`src/rtl/mbx_pkg.sv`:
```
package mbx_pkg;

    localparam int MBX_WORD_W  = 32;

    // register offsets inside the host window
    localparam int OFS_COMMAND = 'h00;
    localparam int OFS_STATUS  = 'h04;
    localparam int OFS_SRC_PTR = 'h08;
    localparam int OFS_DST_PTR = 'h0C;
    localparam int OFS_OUT_BUF = 'h80;

    // command word fields that the block itself interprets
    localparam int CMD_IOC_BIT = 8;
    localparam int CMD_ID_LSB  = 12;
    localparam int CMD_ID_W    = 4;

    typedef enum logic [2:0] {
        SEL_NONE,
        SEL_COMMAND,
        SEL_STATUS,
        SEL_SRC,
        SEL_DST,
        SEL_OUTBUF,
        SEL_INBUF
    } mbx_sel_e;

    typedef struct packed {
        logic [7:0] spare_hi;
        logic [7:0] err_code;
        logic [7:0] initiator;
        logic [3:0] cmd_id;
        logic       spare_lo;
        logic       overrun;
        logic       err;
        logic       busy;
    } mbx_status_t;

endpackage

```
`src/rtl/mbx_decode.sv`:
```
module mbx_decode
    import mbx_pkg::*;
#(
    parameter int ADDR_W    = 8,
    parameter int NUM_WORDS = 4,
    localparam int IDX_W    = (NUM_WORDS > 1) ? $clog2(NUM_WORDS) : 1
) (
    input  logic [ADDR_W-1:0] addr,
    output mbx_sel_e          sel,
    output logic [IDX_W-1:0]  idx
);

    localparam int BUF_BYTES   = 4 * NUM_WORDS;
    localparam int OFS_IN_BUF  = OFS_OUT_BUF + BUF_BYTES;

    logic [NUM_WORDS-1:0] out_hit;
    logic [NUM_WORDS-1:0] in_hit;

    for (genvar i = 0; i < NUM_WORDS; i++) begin : g_hit
        assign out_hit[i] = (addr == ADDR_W'(OFS_OUT_BUF + 4 * i));
        assign in_hit[i]  = (addr == ADDR_W'(OFS_IN_BUF + 4 * i));
    end

    always_comb begin
        idx = '0;
        for (int i = 0; i < NUM_WORDS; i++) begin
            if (out_hit[i] || in_hit[i]) begin
                idx = IDX_W'(i);
            end
        end
    end

    always_comb begin
        if (addr == ADDR_W'(OFS_COMMAND)) begin
            sel = SEL_COMMAND;
        end else if (addr == ADDR_W'(OFS_STATUS)) begin
            sel = SEL_STATUS;
        end else if (addr == ADDR_W'(OFS_SRC_PTR)) begin
            sel = SEL_SRC;
        end else if (addr == ADDR_W'(OFS_DST_PTR)) begin
            sel = SEL_DST;
        end else if (|out_hit) begin
            sel = SEL_OUTBUF;
        end else if (|in_hit) begin
            sel = SEL_INBUF;
        end else begin
            sel = SEL_NONE;
        end
    end

    always_comb begin
        a_r9_decode_exclusive : assert ($countones({out_hit, in_hit}) <= 1);
    end

endmodule

```
`src/rtl/mbx_outbuf.sv`:
```
module mbx_outbuf #(
    parameter int NUM_WORDS = 4,
    parameter int WORD_W    = 32,
    parameter int IDX_W     = 2
) (
    input  logic                        clk,
    input  logic                        rst_n,
    input  logic                        wr_en,
    input  logic [IDX_W-1:0]            idx,
    input  logic [WORD_W-1:0]           wdata,
    output logic [NUM_WORDS*WORD_W-1:0] words_flat
);

    logic [WORD_W-1:0] word_d [NUM_WORDS];
    logic [WORD_W-1:0] word_q [NUM_WORDS];

    always_comb begin
        for (int i = 0; i < NUM_WORDS; i++) begin
            word_d[i] = word_q[i];
            if (wr_en && (idx == IDX_W'(i))) begin
                word_d[i] = wdata;
            end
        end
    end

    always_ff @(posedge clk) begin
        for (int i = 0; i < NUM_WORDS; i++) begin
            if (!rst_n) begin
                word_q[i] <= '0;
            end else begin
                word_q[i] <= word_d[i];
            end
        end
    end

    for (genvar i = 0; i < NUM_WORDS; i++) begin : g_flat
        assign words_flat[i*WORD_W +: WORD_W] = word_q[i];
    end

    a_r7_hold_without_write : assert property (@(posedge clk) disable iff (!rst_n)
        !wr_en |=> $stable(words_flat));

endmodule

```
`src/rtl/mbx_inbuf.sv`:
```
module mbx_inbuf #(
    parameter int NUM_WORDS = 4,
    parameter int WORD_W    = 32,
    parameter int IDX_W     = 2
) (
    input  logic                        clk,
    input  logic                        rst_n,
    input  logic                        load,
    input  logic [NUM_WORDS*WORD_W-1:0] words_in,
    input  logic [IDX_W-1:0]            idx,
    output logic [WORD_W-1:0]           rd_word
);

    logic [WORD_W-1:0] word_d [NUM_WORDS];
    logic [WORD_W-1:0] word_q [NUM_WORDS];

    always_comb begin
        for (int i = 0; i < NUM_WORDS; i++) begin
            word_d[i] = load ? words_in[i*WORD_W +: WORD_W] : word_q[i];
        end
    end

    always_ff @(posedge clk) begin
        for (int i = 0; i < NUM_WORDS; i++) begin
            if (!rst_n) begin
                word_q[i] <= '0;
            end else begin
                word_q[i] <= word_d[i];
            end
        end
    end

    always_comb begin
        rd_word = '0;
        for (int i = 0; i < NUM_WORDS; i++) begin
            if (idx == IDX_W'(i)) begin
                rd_word = word_q[i];
            end
        end
    end

    a_r10_hold_without_load : assert property (@(posedge clk) disable iff (!rst_n)
        !load |=> $stable(rd_word) || !$stable(idx));

endmodule

```
`src/rtl/mbx_doorbell.sv`:
```
module mbx_doorbell
    import mbx_pkg::*;
#(
    parameter int ADDR_W    = 8,
    parameter int NUM_WORDS = 4
) (
    input  logic                            clk,
    input  logic                            rst_n,
    input  logic                            hst_wr,
    input  logic                            hst_rd,
    input  logic [ADDR_W-1:0]               hst_addr,
    input  logic [MBX_WORD_W-1:0]           hst_wdata,
    output logic [MBX_WORD_W-1:0]           hst_rdata,
    output logic                            host_irq,
    output logic                            ctl_doorbell,
    output logic [MBX_WORD_W-1:0]           ctl_cmd,
    output logic [MBX_WORD_W-1:0]           ctl_src_ptr,
    output logic [MBX_WORD_W-1:0]           ctl_dst_ptr,
    output logic [NUM_WORDS*MBX_WORD_W-1:0] ctl_wbuf,
    input  logic                            ctl_done,
    input  logic                            ctl_err,
    input  logic [7:0]                      ctl_err_code,
    input  logic [7:0]                      ctl_initiator,
    input  logic [NUM_WORDS*MBX_WORD_W-1:0] ctl_rbuf
);

    localparam int IDX_W = (NUM_WORDS > 1) ? $clog2(NUM_WORDS) : 1;

    typedef struct packed {
        logic                  busy;
        logic                  err;
        logic                  overrun;
        logic [7:0]            err_code;
        logic [7:0]            initiator;
        logic [MBX_WORD_W-1:0] cmd;
        logic [MBX_WORD_W-1:0] src;
        logic [MBX_WORD_W-1:0] dst;
        logic                  bell;
        logic                  irq;
        logic [MBX_WORD_W-1:0] rdata;
    } core_t;

    core_t st_d, st_q;

    mbx_sel_e          sel;
    logic [IDX_W-1:0]  idx;
    logic [MBX_WORD_W-1:0] in_word;
    mbx_status_t       status_w;
    logic              finish_ok;
    logic              outbuf_we;

    mbx_decode #(
        .ADDR_W    (ADDR_W),
        .NUM_WORDS (NUM_WORDS)
    ) u_decode (
        .addr (hst_addr),
        .sel  (sel),
        .idx  (idx)
    );

    assign outbuf_we = hst_wr && (sel == SEL_OUTBUF);
    assign finish_ok = ctl_done && st_q.busy;

    mbx_outbuf #(
        .NUM_WORDS (NUM_WORDS),
        .WORD_W    (MBX_WORD_W),
        .IDX_W     (IDX_W)
    ) u_outbuf (
        .clk        (clk),
        .rst_n      (rst_n),
        .wr_en      (outbuf_we),
        .idx        (idx),
        .wdata      (hst_wdata),
        .words_flat (ctl_wbuf)
    );

    mbx_inbuf #(
        .NUM_WORDS (NUM_WORDS),
        .WORD_W    (MBX_WORD_W),
        .IDX_W     (IDX_W)
    ) u_inbuf (
        .clk      (clk),
        .rst_n    (rst_n),
        .load     (finish_ok),
        .words_in (ctl_rbuf),
        .idx      (idx),
        .rd_word  (in_word)
    );

    always_comb begin
        status_w           = '0;
        status_w.busy      = st_q.busy;
        status_w.err       = st_q.err;
        status_w.overrun   = st_q.overrun;
        status_w.cmd_id    = st_q.cmd[CMD_ID_LSB +: CMD_ID_W];
        status_w.initiator = st_q.initiator;
        status_w.err_code  = st_q.err_code;
    end

    always_comb begin
        st_d       = st_q;
        st_d.bell  = 1'b0;
        st_d.irq   = 1'b0;
        st_d.rdata = '0;

        if (hst_rd) begin
            case (sel)
                SEL_STATUS: st_d.rdata = status_w;
                SEL_INBUF:  st_d.rdata = in_word;
                default:    st_d.rdata = '0;
            endcase
        end

        if (hst_wr) begin
            case (sel)
                SEL_COMMAND: begin
                    if (st_q.busy) begin
                        st_d.overrun = 1'b1;
                    end else begin
                        st_d.busy    = 1'b1;
                        st_d.cmd     = hst_wdata;
                        st_d.overrun = 1'b0;
                        st_d.bell    = 1'b1;
                    end
                end
                SEL_SRC: st_d.src = hst_wdata;
                SEL_DST: st_d.dst = hst_wdata;
                default: ;
            endcase
        end

        if (finish_ok) begin
            st_d.busy      = 1'b0;
            st_d.err       = ctl_err;
            st_d.err_code  = ctl_err_code;
            st_d.initiator = ctl_initiator;
            st_d.irq       = st_q.cmd[CMD_IOC_BIT];
        end
    end

    always_ff @(posedge clk) begin
        if (!rst_n) begin
            st_q <= '0;
        end else begin
            st_q <= st_d;
        end
    end

    assign hst_rdata    = st_q.rdata;
    assign host_irq     = st_q.irq;
    assign ctl_doorbell = st_q.bell;
    assign ctl_cmd      = st_q.cmd;
    assign ctl_src_ptr  = st_q.src;
    assign ctl_dst_ptr  = st_q.dst;

    a_r2_bell_means_busy : assert property (@(posedge clk) disable iff (!rst_n)
        ctl_doorbell |-> st_q.busy);

    a_r2_bell_one_cycle : assert property (@(posedge clk) disable iff (!rst_n)
        ctl_doorbell |=> !ctl_doorbell);

    a_r3_drop_while_busy : assert property (@(posedge clk) disable iff (!rst_n)
        (hst_wr && sel == SEL_COMMAND && st_q.busy) |=> (!ctl_doorbell && st_q.overrun && $stable(ctl_cmd)));

    a_r4_done_clears_busy : assert property (@(posedge clk) disable iff (!rst_n)
        (ctl_done && st_q.busy) |=> !st_q.busy);

    a_r5_irq_after_finish : assert property (@(posedge clk) disable iff (!rst_n)
        host_irq |-> (!st_q.busy && $past(st_q.busy)));

    a_r10_idle_done_quiet : assert property (@(posedge clk) disable iff (!rst_n)
        (ctl_done && !st_q.busy && !hst_wr) |=> (!host_irq && $stable(st_q.err) && $stable(st_q.err_code)));

endmodule

```
`config.mk`:
```
export PLATFORM = sky130hd
export DESIGN_NAME = mbx_doorbell
export DESIGN_NICKNAME = d
export VERILOG_FILES = /design/src/rtl/mbx_pkg.sv /design/src/rtl/mbx_decode.sv /design/src/rtl/mbx_outbuf.sv /design/src/rtl/mbx_inbuf.sv /design/src/rtl/mbx_doorbell.sv
export SDC_FILE = /design/constraint.sdc
export NUM_CORES = 1
export LEC_CHECK = 0
export BUFFER_PORTS_ARGS = -buffer_cell sky130_fd_sc_hd__buf_4
export CAP_MARGIN = 20
export CORE_UTILIZATION = 36
export CTS_BUF_LIST = sky130_fd_sc_hd__clkbuf_8
export CTS_CLUSTER_DIAMETER = 200
export DETAILED_ROUTE_END_ITERATION = 16
export PLACE_DENSITY = 0.65
export SYNTH_ARGS = -nofsm -noshare
export SYNTH_HDL_FRONTEND = slang
export SYNTH_SLANG_ARGS = --single-unit
```
`constraint.sdc`:
```
create_clock -name clk -period 2.7 [get_ports clk]
set_clock_uncertainty 0.05 [all_clocks]
set_input_delay 0.405 -clock clk [delete_from_list [all_inputs] [get_ports clk]]
set_output_delay 0.405 -clock clk [all_outputs]
set_load 0.02 [all_outputs]
```
-- Word level (Yosys, flattened, before mapping)
Memory sizes are Yosys's and may differ from the RTL's.
Cells that the tools add are included.
- multiplexer cells: 34
- bitwise gates (word level): 10
- reductions and logical operators: 21
- equal/unequal tests: 20
- operators by type and width (kind ; number):
    two-way mux 32 bit ; 20
    == test 8 bit, second input constant ; 8
    case mux 32 bit (2 select lines) ; 1
    two-way mux 3 bit ; 6
    == test 8 x 4 -> 1 bit, second input constant ; 2
    AND reduction 2 bit ; 5
    == test 3 bit, second input constant ; 3
    == test 8 x 3 -> 1 bit, second input constant ; 1
    logical NOT 8 bit ; 1
    OR 1 bit ; 8
    OR reduction 4 bit ; 2
    == test 3 x 2 -> 1 bit, second input constant ; 2
    logical AND 1 bit ; 6
    AND reduction 3 bit ; 2
    two-way mux 1 bit ; 5
    == test 2 bit, second input constant ; 2
    two-way mux 2 bit ; 2
    == test 3 x 1 -> 1 bit, second input constant ; 1
    logical OR 1 bit ; 3
    == test 2 x 1 -> 1 bit, second input constant ; 1
    logical NOT 2 bit ; 1
    NOT 1 bit ; 2
    OR reduction 2 bit ; 1
- memory bits (writable): 256
- bits in registers: 149
- logic and storage cells: 98
- memories kept: 2
- bits of input ports: 190
- memory list (name ; depth ; bits a word ; rd ports ; clocked after memory_dff ; wr ports ; line ; text):
    u_inbuf.word_q ; 4 ; 32 ; 4 ; 0 ; 4 ; mbx_inbuf.sv:15 ; logic [WORD_W-1:0] word_q [NUM_WORDS];
    u_outbuf.word_q ; 4 ; 32 ; 4 ; 0 ; 4 ; mbx_outbuf.sv:15 ; logic [WORD_W-1:0] word_q [NUM_WORDS];

-- Longest topological paths before layout
Gate-level depths: netlist of the first run.
- depth in word-level cells: 13
- depth in mapped cells: 6
- mapped depth without buffers: 3

-- By module
Synthesis of the first run repeated with hierarchy kept, for this count alone.
- cell total of the unflattened synthesis: 1588
- area total of the unflattened synthesis: 16379.5 sq um
- modules (own cells, without submodules) (module ; seq. area each (sq um) ; area an instance (sq um) ; times used ; cells an instance):
    mbx_doorbell ; 2982.9 ; 6042.0 ; 1 ; 670
    mbx_inbuf ; 2562.5 ; 5614.1 ; 1 ; 451
    mbx_outbuf ; 2562.5 ; 4638.2 ; 1 ; 453
    mbx_decode ; 0.0 ; 85.1 ; 1 ; 14

-- Least setup slack after synthesis of the first run
OpenSTA, ideal clock, no wires.
- kind: in2reg
- start: in hst_addr[5]
- end: reg st_q (netlist bit ctl_cmd[10])
- path buffers: 3
- stages on the path: 6
- arrival time: 1.961 ns
- data required time: 2.528 ns
- slack: 0.567 ns
- cell sequence: or4_1 clkbuf_1 or4_1 buf_4 buf_6 mux2i_1
- longest elaborated chain between the ends: 10
- elaborated cells between the ends (all ways): 22
- those cells by class: eq/ne (12); mux (6); reduce/logical (4)
- RTL lines (what ; line ; text):
    from (decl) ; mbx_doorbell.sv:11 ; input logic [ADDR_W-1:0] hst_addr,
    == test 8 bit ; mbx_decode.sv:21 ; assign in_hit[i] = (addr == ADDR_W'(OFS_IN_BUF + 4 * i));
    OR reduction 4 bit ; mbx_decode.sv:44 ; end else if (|in_hit) begin
    two-way mux 3 bit ; mbx_decode.sv:44 ;
    two-way mux 3 bit ; mbx_decode.sv:42 ; end else if (|out_hit) begin
    two-way mux 3 bit ; mbx_decode.sv:40 ; end else if (addr == ADDR_W'(OFS_DST_PTR)) begin
    two-way mux 3 bit ; mbx_decode.sv:38 ; end else if (addr == ADDR_W'(OFS_SRC_PTR)) begin
    two-way mux 3 bit ; mbx_decode.sv:36 ; end else if (addr == ADDR_W'(OFS_STATUS)) begin
    two-way mux 3 bit (*) ; mbx_decode.sv:34 ; if (addr == ADDR_W'(OFS_COMMAND)) begin
    == test 3 x 1 -> 1 bit (*) ; mbx_doorbell.sv:115 ; case (sel)
    AND reduction 3 bit (no source line) (*) ; n/a ;
    to (signal assigned) ; mbx_doorbell.sv:145 ; st_q <= st_d;
    to (decl) ; mbx_doorbell.sv:43 ; core_t st_d, st_q;
Mark *: on every way between the ends. The rest lies on a longest branch, timed or not.
A chain may end at the register's enable or synchronous reset.

==> impl_metrics.yaml, run 1 <==
power:
  internal_power_mw: 9.81
  p_per_area_nw_per_um2: 579
  switching_share: 0.233
  power_mw: 12.8
  power_frac_comb: 0.069
  power_frac_clock: 0.463
  p_seq_frac: 0.468
  switchingPower_mw: 2.97
  leakage_nw: 10.0
  vdd_ir_drop_max_v: 0.000360
synthesis:
  synth_area_leaders: "dfxtp_1, mux2i_1, a22o_1"
  ys_seq_area_frac: 0.511
  syn_area_um2: 15900
  synthCells: 1534
  synth_cell_types: 35
  synth_nets: 1724
  synth_top_area_frac: 0.511
  yosysWarnings: 0
  synth_top_cell_by_area: "dfxtp_1"
  ys_ff_latch: 405
  syn_avg_cell_area_um2: 10.4
worst_setup_path:
  max_stage_delay_ps: 630
  crit_chain: "and3_4 -> buf_12 -> a22o_1"
  critical-path-top-delay-family: "simple AND/OR/NAND/NOR gates"
  critical_path_required_ps: 3190
  slowest_stage: "and3_4"
  crit_arrival_ps: 2310
  cp-start-kind: "flip-flop"
  cp_num_buf_inv: 1
  crit_type: "reg -> reg"
  critical_path.endpoint_type: "flip-flop"
  critPathMaxFanout: 61
floorplan:
  rows: 76
  die_w_um: 212
  ios: 448
  die_area_um2: 45000
  die_y_um: 212
  start_util: 0.367
  core_um2: 43300
drt:
  viasPerCell: 5.19
  wirelength_um: 53100
  drtIter0Drc: 854
  route.detailed.drc: 0
  drt-pass1-iter-count: 5
  drt-wirelength-per-cell_um: 20.2
  vias: 13600
  antenna_left: 0
timing:
  max-slew-margin-rel: 0.396
  setup_viol: 0
  tightest_slew_ps: 907
  finalSetupTns_ps: 0
  fmax_ghz: 0.550
  post-route-period-util: 0.673
  min_period_ps: 1820
  final-max-slew-violation-count: 0
  hold_violations: 0
  fin_ws_ps: 882
  rsz0062_at_grt: "no"
cells_and_area:
  fin_util: 0.511
  area_delta_synth_final_pct: 39.1
  final_common_cell: "buf_4"
  final_cell_area_um2: 22100
  layout_common_cells: "buf_4, dfxtp_1, nand2_1, dlygate4sd3_1, mux2i_1"
  fin_nets: 2175
  drive_above_1_share: 0.311
clock_tree:
  clock_path_buffers: 3
  clock_latency_ps: 610
  cts_tree: "yes"
  clock_sinks: 405
  cts.clk_slew.worst_paths_ps: 60
  h-tree-depth: 3
  cts-buffers-inserted: 70
  post-cts-setup-buffers: 0
  cts-root-buf: "clkbuf_8"
global_routing:
  grt_first_pass_wirelength_um: 79500
  grt-ovfl-total: 0
  antenna_found_initial: 1
  grt_start_max_net_pins: 120
  gr-usage-all-layers: 0.229
  grt_pass1_vias: 13900
placement:
  dp_worst_setup_slack_ps: 335
  place_area_um2: 18900
  dp_hpwl_um: 34900
  io_buffers: 447
  routabilityCongestion: 0.805
run_status:
  status: "complete, no violations"
worst_hold_path:
  min_path_type: "in -> reg"
flow_run:
  cap_violations: 0
[tightest hold or removal path: stages]
cell and delay (ps):
buf_4 130, nand4_1 60, a21oi_1 50
[flip-flops by register name, indices dropped and copies added, names as in the netlist]
signal and cells:
u_inbuf.word_q 128, u_outbuf.word_q 128, ctl_cmd 32, ctl_dst_ptr 32, ctl_src_ptr 32, hst_rdata 32
st_q 19, ctl_doorbell 1, host_irq 1
[synth_stat cells]
library cell and number:
a21oi_1 89, inv_1 3, a22o_1 145, nor4b_1 1, o2111ai_1 1, a22oi_1 9
o31ai_1 73, or4_1 2, nor4_1 1, and3_1 1, mux2_2 8, dfxtp_1 405
nor3b_1 1, buf_4 129, o221a_2 1, nor4_2 1, buf_1 15, clkbuf_1 119
or2_2 1, buf_2 10, and2_1 3, nor3_1 2, mux2i_1 161, nand3_1 23
clkinv_1 1, nor2b_1 3, or3b_2 1, a2111oi_0 8, nand2_1 195, nand2b_1 1
o21a_1 1, nand4_1 92, mux4_2 23, buf_6 3, nor2_1 2
[per-layer routing]
layer | track usage | routed length, um
met1 | 0.278 | 22200
met2 | 0.386 | 25600
met3 | 0.0601 | 4080
met4 | 0.0867 | 1120
met5 | 0 | 17
[final timing paths]
path	start	endpoint	slack (ps)	depth (start not counted)
setup / recovery	st_q[148]	u_inbuf.word_q[1][15]	880	3
hold / removal	hst_wdata[21]	ctl_dst_ptr[21]	50	3
setup reg to reg	st_q[148]	u_inbuf.word_q[1][15]	880	3
hold reg to reg	u_outbuf.word_q[1][24]	u_outbuf.word_q[1][24]	410	2
[what timing repair did]
item | 4_1_cts | 5_1_grt
hold buffers | 165 | 0
gates resized for setup | 0 | 0
endpoints found under the hold margin | 176 | 0
[power by group through the flow]
stage | clock, mW | combinational (mW) | sequential, mW
final | 5.92 | 0.877 | 5.99
after global routing | 6.31 | 0.926 | 5.98
after CTS | 6.04 | 0.867 | 5.99
after detailed placement | 0 | 0.672 | 6.12
after global placement | 0 | 0.665 | 6.12
after floorplan | 0 | 0.258 | 6.12
[per-stage QoR]
| stage | hold WS [ps] | instances |
|---|---|---|
| 5_1_grt | 20.9 | 2624 |
| 4_1_cts | 0.496 | 2624 |
| 3_3_place_gp | 395 | 2333 |
| 3_5_place_dp | 402 | 2333 |
| 6_report | 53.1 | 2625 |
| 2_1_floorplan | 389 | 1534 |
[layout make-up]
class | instances | area, um^2
clock inverter | 38 | 292
tap | 585 | 732
antenna | 1 | 2.50
multi-input combinational | 849 | 6260
timing repair buffer | 655 | 5470
clock buffer | 88 | 1210
sequential | 405 | 8110
inverter | 4 | 15.0
fill | 3821 | 21200
[logic make-up (layout without fill, tap and decap cells)]
group	after synthesis	after routing	share of synthesized area
other cells	0	1	0
simple gates	330	330	0.0979
mux	192	192	0.140
compound gates	327	327	0.153
flops	405	405	0.511
buf+inv	280	785	0.0989
(Power assumes the default switching activity.)
==> run 2, diff against run 1 <==
Settings changed: ABC_AREA set to 1.
Clock period 2.7 ns to 1.9 ns, I/O delays scaled along.
==> run 2 against run 1 <==
Cell area up 1.3%; hold slack better by 110 ps; non-clock buffer count up 24; global-route usage up 1.9 points.
==> impl_metrics.yaml, run 2 <==
timing:
  finalSetupTns_ps: 0
  final-max-slew-violation-count: 0
  rsz0062_at_grt: "no"
  min_period_ps: 1600
  fin_ws_ps: 299
  hold_violations: 0
  max-slew-margin-rel: 0.549
  fmax_ghz: 0.625
  tightest_slew_ps: 675
  setup_viol: 0
  post-route-period-util: 0.842
floorplan:
  core_um2: 43400
  rows: 76
  die_w_um: 213
  ios: 448
  start_util: 0.368
  die_y_um: 213
  die_area_um2: 45200
drt:
  route.detailed.drc: 0
  vias: 15600
  drt-wirelength-per-cell_um: 18.2
  viasPerCell: 4.92
  wirelength_um: 57600
  drtIter0Drc: 1053
  antenna_left: 0
  drt-pass1-iter-count: 7
worst_setup_path:
  r2r_end: "u_inbuf.word_q[3][15]"
  max_stage_delay_ps: 440
  r2r_cells: 3
  crit_chain: "buf_4"
  cp_num_buf_inv: 1
  critical_path_required_ps: 1560
  critical_path.endpoint_type: "primary output"
  r2r_slack_ps: 340
  slowest_stage: "dfxtp_1"
  critPathMaxFanout: 3
  cp-start-kind: "flip-flop"
  crit_arrival_ps: 1270
  crit_type: "reg -> out"
  r2r_start: "st_q[148]"
  critical-path-top-delay-family: "flip-flops"
worst_hold_path:
  min_from: "ctl_done"
  holdPathStages: 3
  min_path_type: "in -> reg"
  hold_end: "u_inbuf.word_q[0][22]"
synthesis:
  synth_edf_count: 0
  synthAdderAreaFrac: 0
  synth_top_area_frac: 0.508
  synthCells: 2027
  synth_top_cell_by_area: "dfxtp_1"
  synth_area_leaders: "dfxtp_1, nand2_1, o21ai_0"
  synth_compound_area_frac: 0.178
  yosysWarnings: 0
  synthMuxAreaShare: 0
  synth_ff_type: "dfxtp_1"
  synth.most_common_cell: "dfxtp_1"
  synth_nets: 2217
  synth-xor-area-share: 0
  synth_cell_types: 26
  synth_top_family_by_area: "compound AO/OA/AOI/OAI gates"
  ys_ff_latch: 405
  synth-simple-area-share: 0.153
  syn_avg_cell_area_um2: 7.88
  synthArstFlopShare: 0
  syn_area_um2: 16000
  ys_seq_area_frac: 0.508
  synth_common_cells: "dfxtp_1, nand2_1, inv_1"
global_routing:
  grt_start_max_net_pins: 63
  grt_pass1_vias: 15600
  gr-usage-all-layers: 0.248
  grt_first_pass_wirelength_um: 86300
  antenna_found_initial: 14
  grt-ovfl-total: 0
power:
  leakage_nw: 9.80
  power_mw: 17.6
  vdd_ir_drop_max_v: 0.000490
  p_per_area_nw_per_um2: 788
clock_tree:
  post_cts_resized: 0
  clock_path_buffers: 3
  cts.clk_slew.worst_paths_ps: 50
  h-tree-depth: 3
  clock_sinks: 405
  cts-root-buf: "clkbuf_8"
  cts_tree: "yes"
  clock_latency_ps: 630
  post-cts-setup-buffers: 0
  cts-buffers-inserted: 71
placement:
  dp_hpwl_um: 37600
  routabilityCongestion: 0.856
  dp_worst_setup_slack_ps: 20.0
  io_buffers: 447
flow_run:
  cap_violations: 0
cells_and_area:
  regArea_um2: 8110
  fin_nets: 2709
  multi_input_area_um2: 5300
  final_common_cell: "buf_4"
  layout_common_cells: "buf_4, dfxtp_1, nand2_1, inv_1, o21ai_0"
  area_delta_synth_final_pct: 40.2
  reg.largest.list: "u_inbuf.word_q (128), u_outbuf.word_q (128)"
  fillers: 4036
  drive_above_1_share: 0.246
run_status:
  status: "complete, no violations"
run 2: changes by cell type after synthesis, sizes merged, moves of 71 or more:
| cell | previous run | this run |
|---|---|---|
| inv | 3 | 258 |
| nand2 | 195 | 373 |
| mux2i | 161 | 0 |
| nand3 | 23 | 159 |
| a22o | 145 | 0 |
| a21oi | 89 | 218 |
| o21ai | 0 | 229 |
| o22ai | 0 | 71 |
| o31ai | 73 | 0 |
| nand4 | 92 | 5 |
run 2: what timing repair did:
item,CTS,global route
hold endpoints to repair,371,0
endpoints found under the setup margin,0,0
hold buffers,180,0
run 2: cells by family (layout without fill, tap and decap cells):
logic type	Yosys count	in the layout
buffers and inverters	520	1067
other	0	12
AND/OR/NAND/NOR	563	563
flip-flops	405	405
AO/OA/AOI/OAI	539	539
run 2: worst max-delay path by stage:
| stage | from | end | slack, ps | cells after the start |
|---|---|---|---|---|
| 5_1_grt | ctl_cmd[13] | ctl_cmd[13] | 240 | 1 |
| 2_1_floorplan | hst_addr[4] | u_outbuf.word_q[1][33] | 480 | 9 |
| 4_1_cts | ctl_cmd[13] | ctl_cmd[13] | 240 | 1 |
| 6_report | ctl_cmd[13] | ctl_cmd[13] | 300 | 1 |
| 3_5_place_dp | hst_addr[6] | u_outbuf.word_q[1][50] | 20 | 9 |
| 3_3_place_gp | hst_addr[4] | u_outbuf.word_q[0][57] | 60 | 9 |
run 2: layout make-up:
type                       count  area share
clock buffer                  87      0.0535
sequential                   405       0.362
antenna                       12     0.00134
clock inverter                41     0.00979
timing repair buffer         679       0.259
inverter                     260      0.0438
tap                          585      0.0327
multi-input combinational   1102       0.237
run 2: power by group:
group / switching (mW) / internal, mW
clock network: 3.69 / 4.30
registers: 0.00462 / 8.50
logic: 0.547 / 0.587
total: 4.25 / 13.4
run 2: through the flow:
step                instance area (um^2)  utilization  std cells  hold WS [ps]
floorplan                          16000            -       2027           378
global placement                   19100        0.441       2851           399
detailed placement                 19100        0.441       2851           404
CTS                                22300        0.515       3159           129
global route                       22400        0.516       3169           167
finish                             22400        0.516       3171           163
run 2: metal layers:
metal  global-route usage  part of all wire  routed length, um
met1                0.296              0.41              23700
met2                0.400              0.46              26700
met3               0.0594             0.066               3800
met4                0.154             0.059               3380
met5                    0           0.00050                 29
==> run 3, diff against run 2 <==
Settings changed: PLACE_DENSITY 0.65 to 0.67.
Clock period 1.9 ns to 1.45 ns, I/O delays scaled along.
==> run 3 against run 2 <==
Count of clock-buffer cells in the layout increased by 1; core utilization up 1.2 points; sequential power up 30%; critical path depth is the same; non-clock buffer count up 33; global-route usage is 0.26 points lower; die area did not move; hold slack worse by 56 ps; final cell count up 0.79%; register-to-register slack got worse by 210 ps.
==> impl_metrics.yaml, run 3 (same netlist as run 2, synthesis figures left out) <==
drt:
  vias: 15800
  antenna_left: 0
  wirelength_um: 57400
  drt-pass1-iter-count: 6
  drtIter0Drc: 1334
  drt-wirelength-per-cell_um: 18.0
  route.detailed.drc: 0
  viasPerCell: 4.94
run_status:
  status: "complete, no violations"
worst_setup_path:
  crit_chain: "buf_4"
  crit_arrival_ps: 1140
  critPathMaxFanout: 1
  r2r_start: "st_q[148]"
  r2r_end: "u_inbuf.word_q[2][12]"
  max_stage_delay_ps: 370
  cp_num_buf_inv: 1
  critical_path.endpoint_type: "primary output"
  critical-path-top-delay-family: "flip-flops"
  r2r_cells: 3
  crit_type: "reg -> out"
  slowest_stage: "dfxtp_1"
  critical_path_required_ps: 1180
  cp-start-kind: "flip-flop"
  r2r_slack_ps: 130
cells_and_area:
  drive_above_1_share: 0.264
  fin_nets: 2740
  final_common_cell: "buf_4"
  fin_util: 0.528
  layout_common_cells: "buf_4, dfxtp_1, nand2_1, inv_1, o21ai_0"
  reg.largest.list: "u_inbuf.word_q (128), u_outbuf.word_q (128)"
  fillers: 3947
  multi_input_area_um2: 5300
  stdcell_count: 3196
  final_cell_area_um2: 22900
  regArea_um2: 8150
  area_delta_synth_final_pct: 43.5
global_routing:
  grt_start_max_net_pins: 70
  antenna_found_initial: 12
  gr-usage-all-layers: 0.245
  grt_pass1_vias: 15800
  grt-ovfl-total: 0
  grt_first_pass_wirelength_um: 85900
worst_hold_path:
  min_from: "hst_addr[3]"
  min_path_type: "in -> reg"
  holdPathStages: 6
  hold_end: "st_q[146]"
timing:
  min_period_ps: 1400
  fin_ws_ps: 45.6
  post-route-period-util: 0.969
  setup_viol: 0
  fmax_ghz: 0.712
  hold_violations: 0
  max-slew-margin-rel: 0.698
  final-max-slew-violation-count: 0
  finalHoldWorstSlack_ps: 107
  tightest_slew_ps: 453
floorplan:
  start_util: 0.368
  core_um2: 43400
  die_area_um2: 45200
  die_w_um: 213
  die_y_um: 213
  rows: 76
  ios: 448
clock_tree:
  cts-root-buf: "clkbuf_8"
  clock_sinks: 405
  cts.clk_slew.worst_paths_ps: 60
  clock_path_buffers: 3
  cts-buffers-inserted: 69
  cts_tree: "yes"
  h-tree-depth: 3
  clock_latency_ps: 620
power:
  leakage_nw: 10.1
  p_per_area_nw_per_um2: 1030
  vdd_ir_drop_max_v: 0.000553
placement:
  dp_hpwl_um: 38100
  routabilityCongestion: 0.859
  dp.cells: 2882
  place_area_um2: 19500
  dp_worst_setup_slack_ps: -420
  io_buffers: 447
flow_run:
  cap_violations: 0
run 3: cell types whose count changed in the layout (fill, tap and decap cells not counted), moves of 2 or more:
| cell | change |
|---|---|
| inv_8 | +2 |
| buf_4 | +9 |
| bufinv_16 | +2 |
| clkinvlp_4 | -2 |
| buf_6 | +8 |
| diode_2 | -3 |
| dfxtp_2 | +23 |
| dfxtp_4 | +3 |
| clkinv_2 | -6 |
| dlygate4sd3_1 | +2 |
| dfxtp_1 | -26 |
| buf_12 | +14 |
run 3: layout make-up:
class | count | area share
sequential | 405 | 0.356
timing repair buffer | 712 | 0.273
multi-input combinational | 1102 | 0.232
clock buffer | 88 | 0.0529
inverter | 260 | 0.0428
tap | 585 | 0.0320
clock inverter | 35 | 0.0107
antenna | 9 | 0.000983
run 3: what timing repair did:
| item | in CTS | in global routing |
|---|---|---|
| setup endpoints to repair | 12 | 19 |
| setup buffers | 0 | 0 |
| resized for setup | 16 | 21 |
| endpoints found under the hold margin | 372 | 0 |
| hold buffers | 182 | 0 |
| gates cloned | 0 | 0 |
run 3: per-layer routing:
metal  vias up  share of wire  global-route usage
met4         8          0.046               0.138
met1      7346           0.40               0.296
li1       7501              -                   -
met3       174          0.077              0.0581
met5         -        0.00073                   0
met2       759           0.48               0.400
run 3: how the worst max path moves through the flow:
stage / from / to / slack, ps / cells after the start
2_1_floorplan: hst_addr[4] / u_outbuf.word_q[1][33] / 100 / 9
3_3_place_gp: hst_addr[5] / hst_rdata[12] / -410 / 9
3_5_place_dp: hst_addr[5] / hst_rdata[12] / -420 / 9
4_1_cts: ctl_cmd[17] / ctl_cmd[17] / 0.02 / 1
5_1_grt: ctl_cmd[21] / ctl_cmd[21] / -10 / 1
6_report: hst_rdata[30] / hst_rdata[30] / 50 / 1
run 3: stage by stage:
stage                     TNS [ps]  power [mW]
final                            0        23.5
after global routing         -13.1        24.3
after CTS                        0        23.7
after detailed placement    -64110        12.5
after global placement      -55500        12.5
after floorplan                  0        11.7
run 3: power breakdown:
| group | internal, mW | total [mW] | leakage [nW] | switching [mW] |
|---|---|---|---|---|
| Combinational | 0.800 | 1.51 | 5.94 | 0.711 |
| Clock | 6.02 | 10.8 | 0.845 | 4.80 |
| Sequential | 11.1 | 11.1 | 3.27 | 0.00624 |
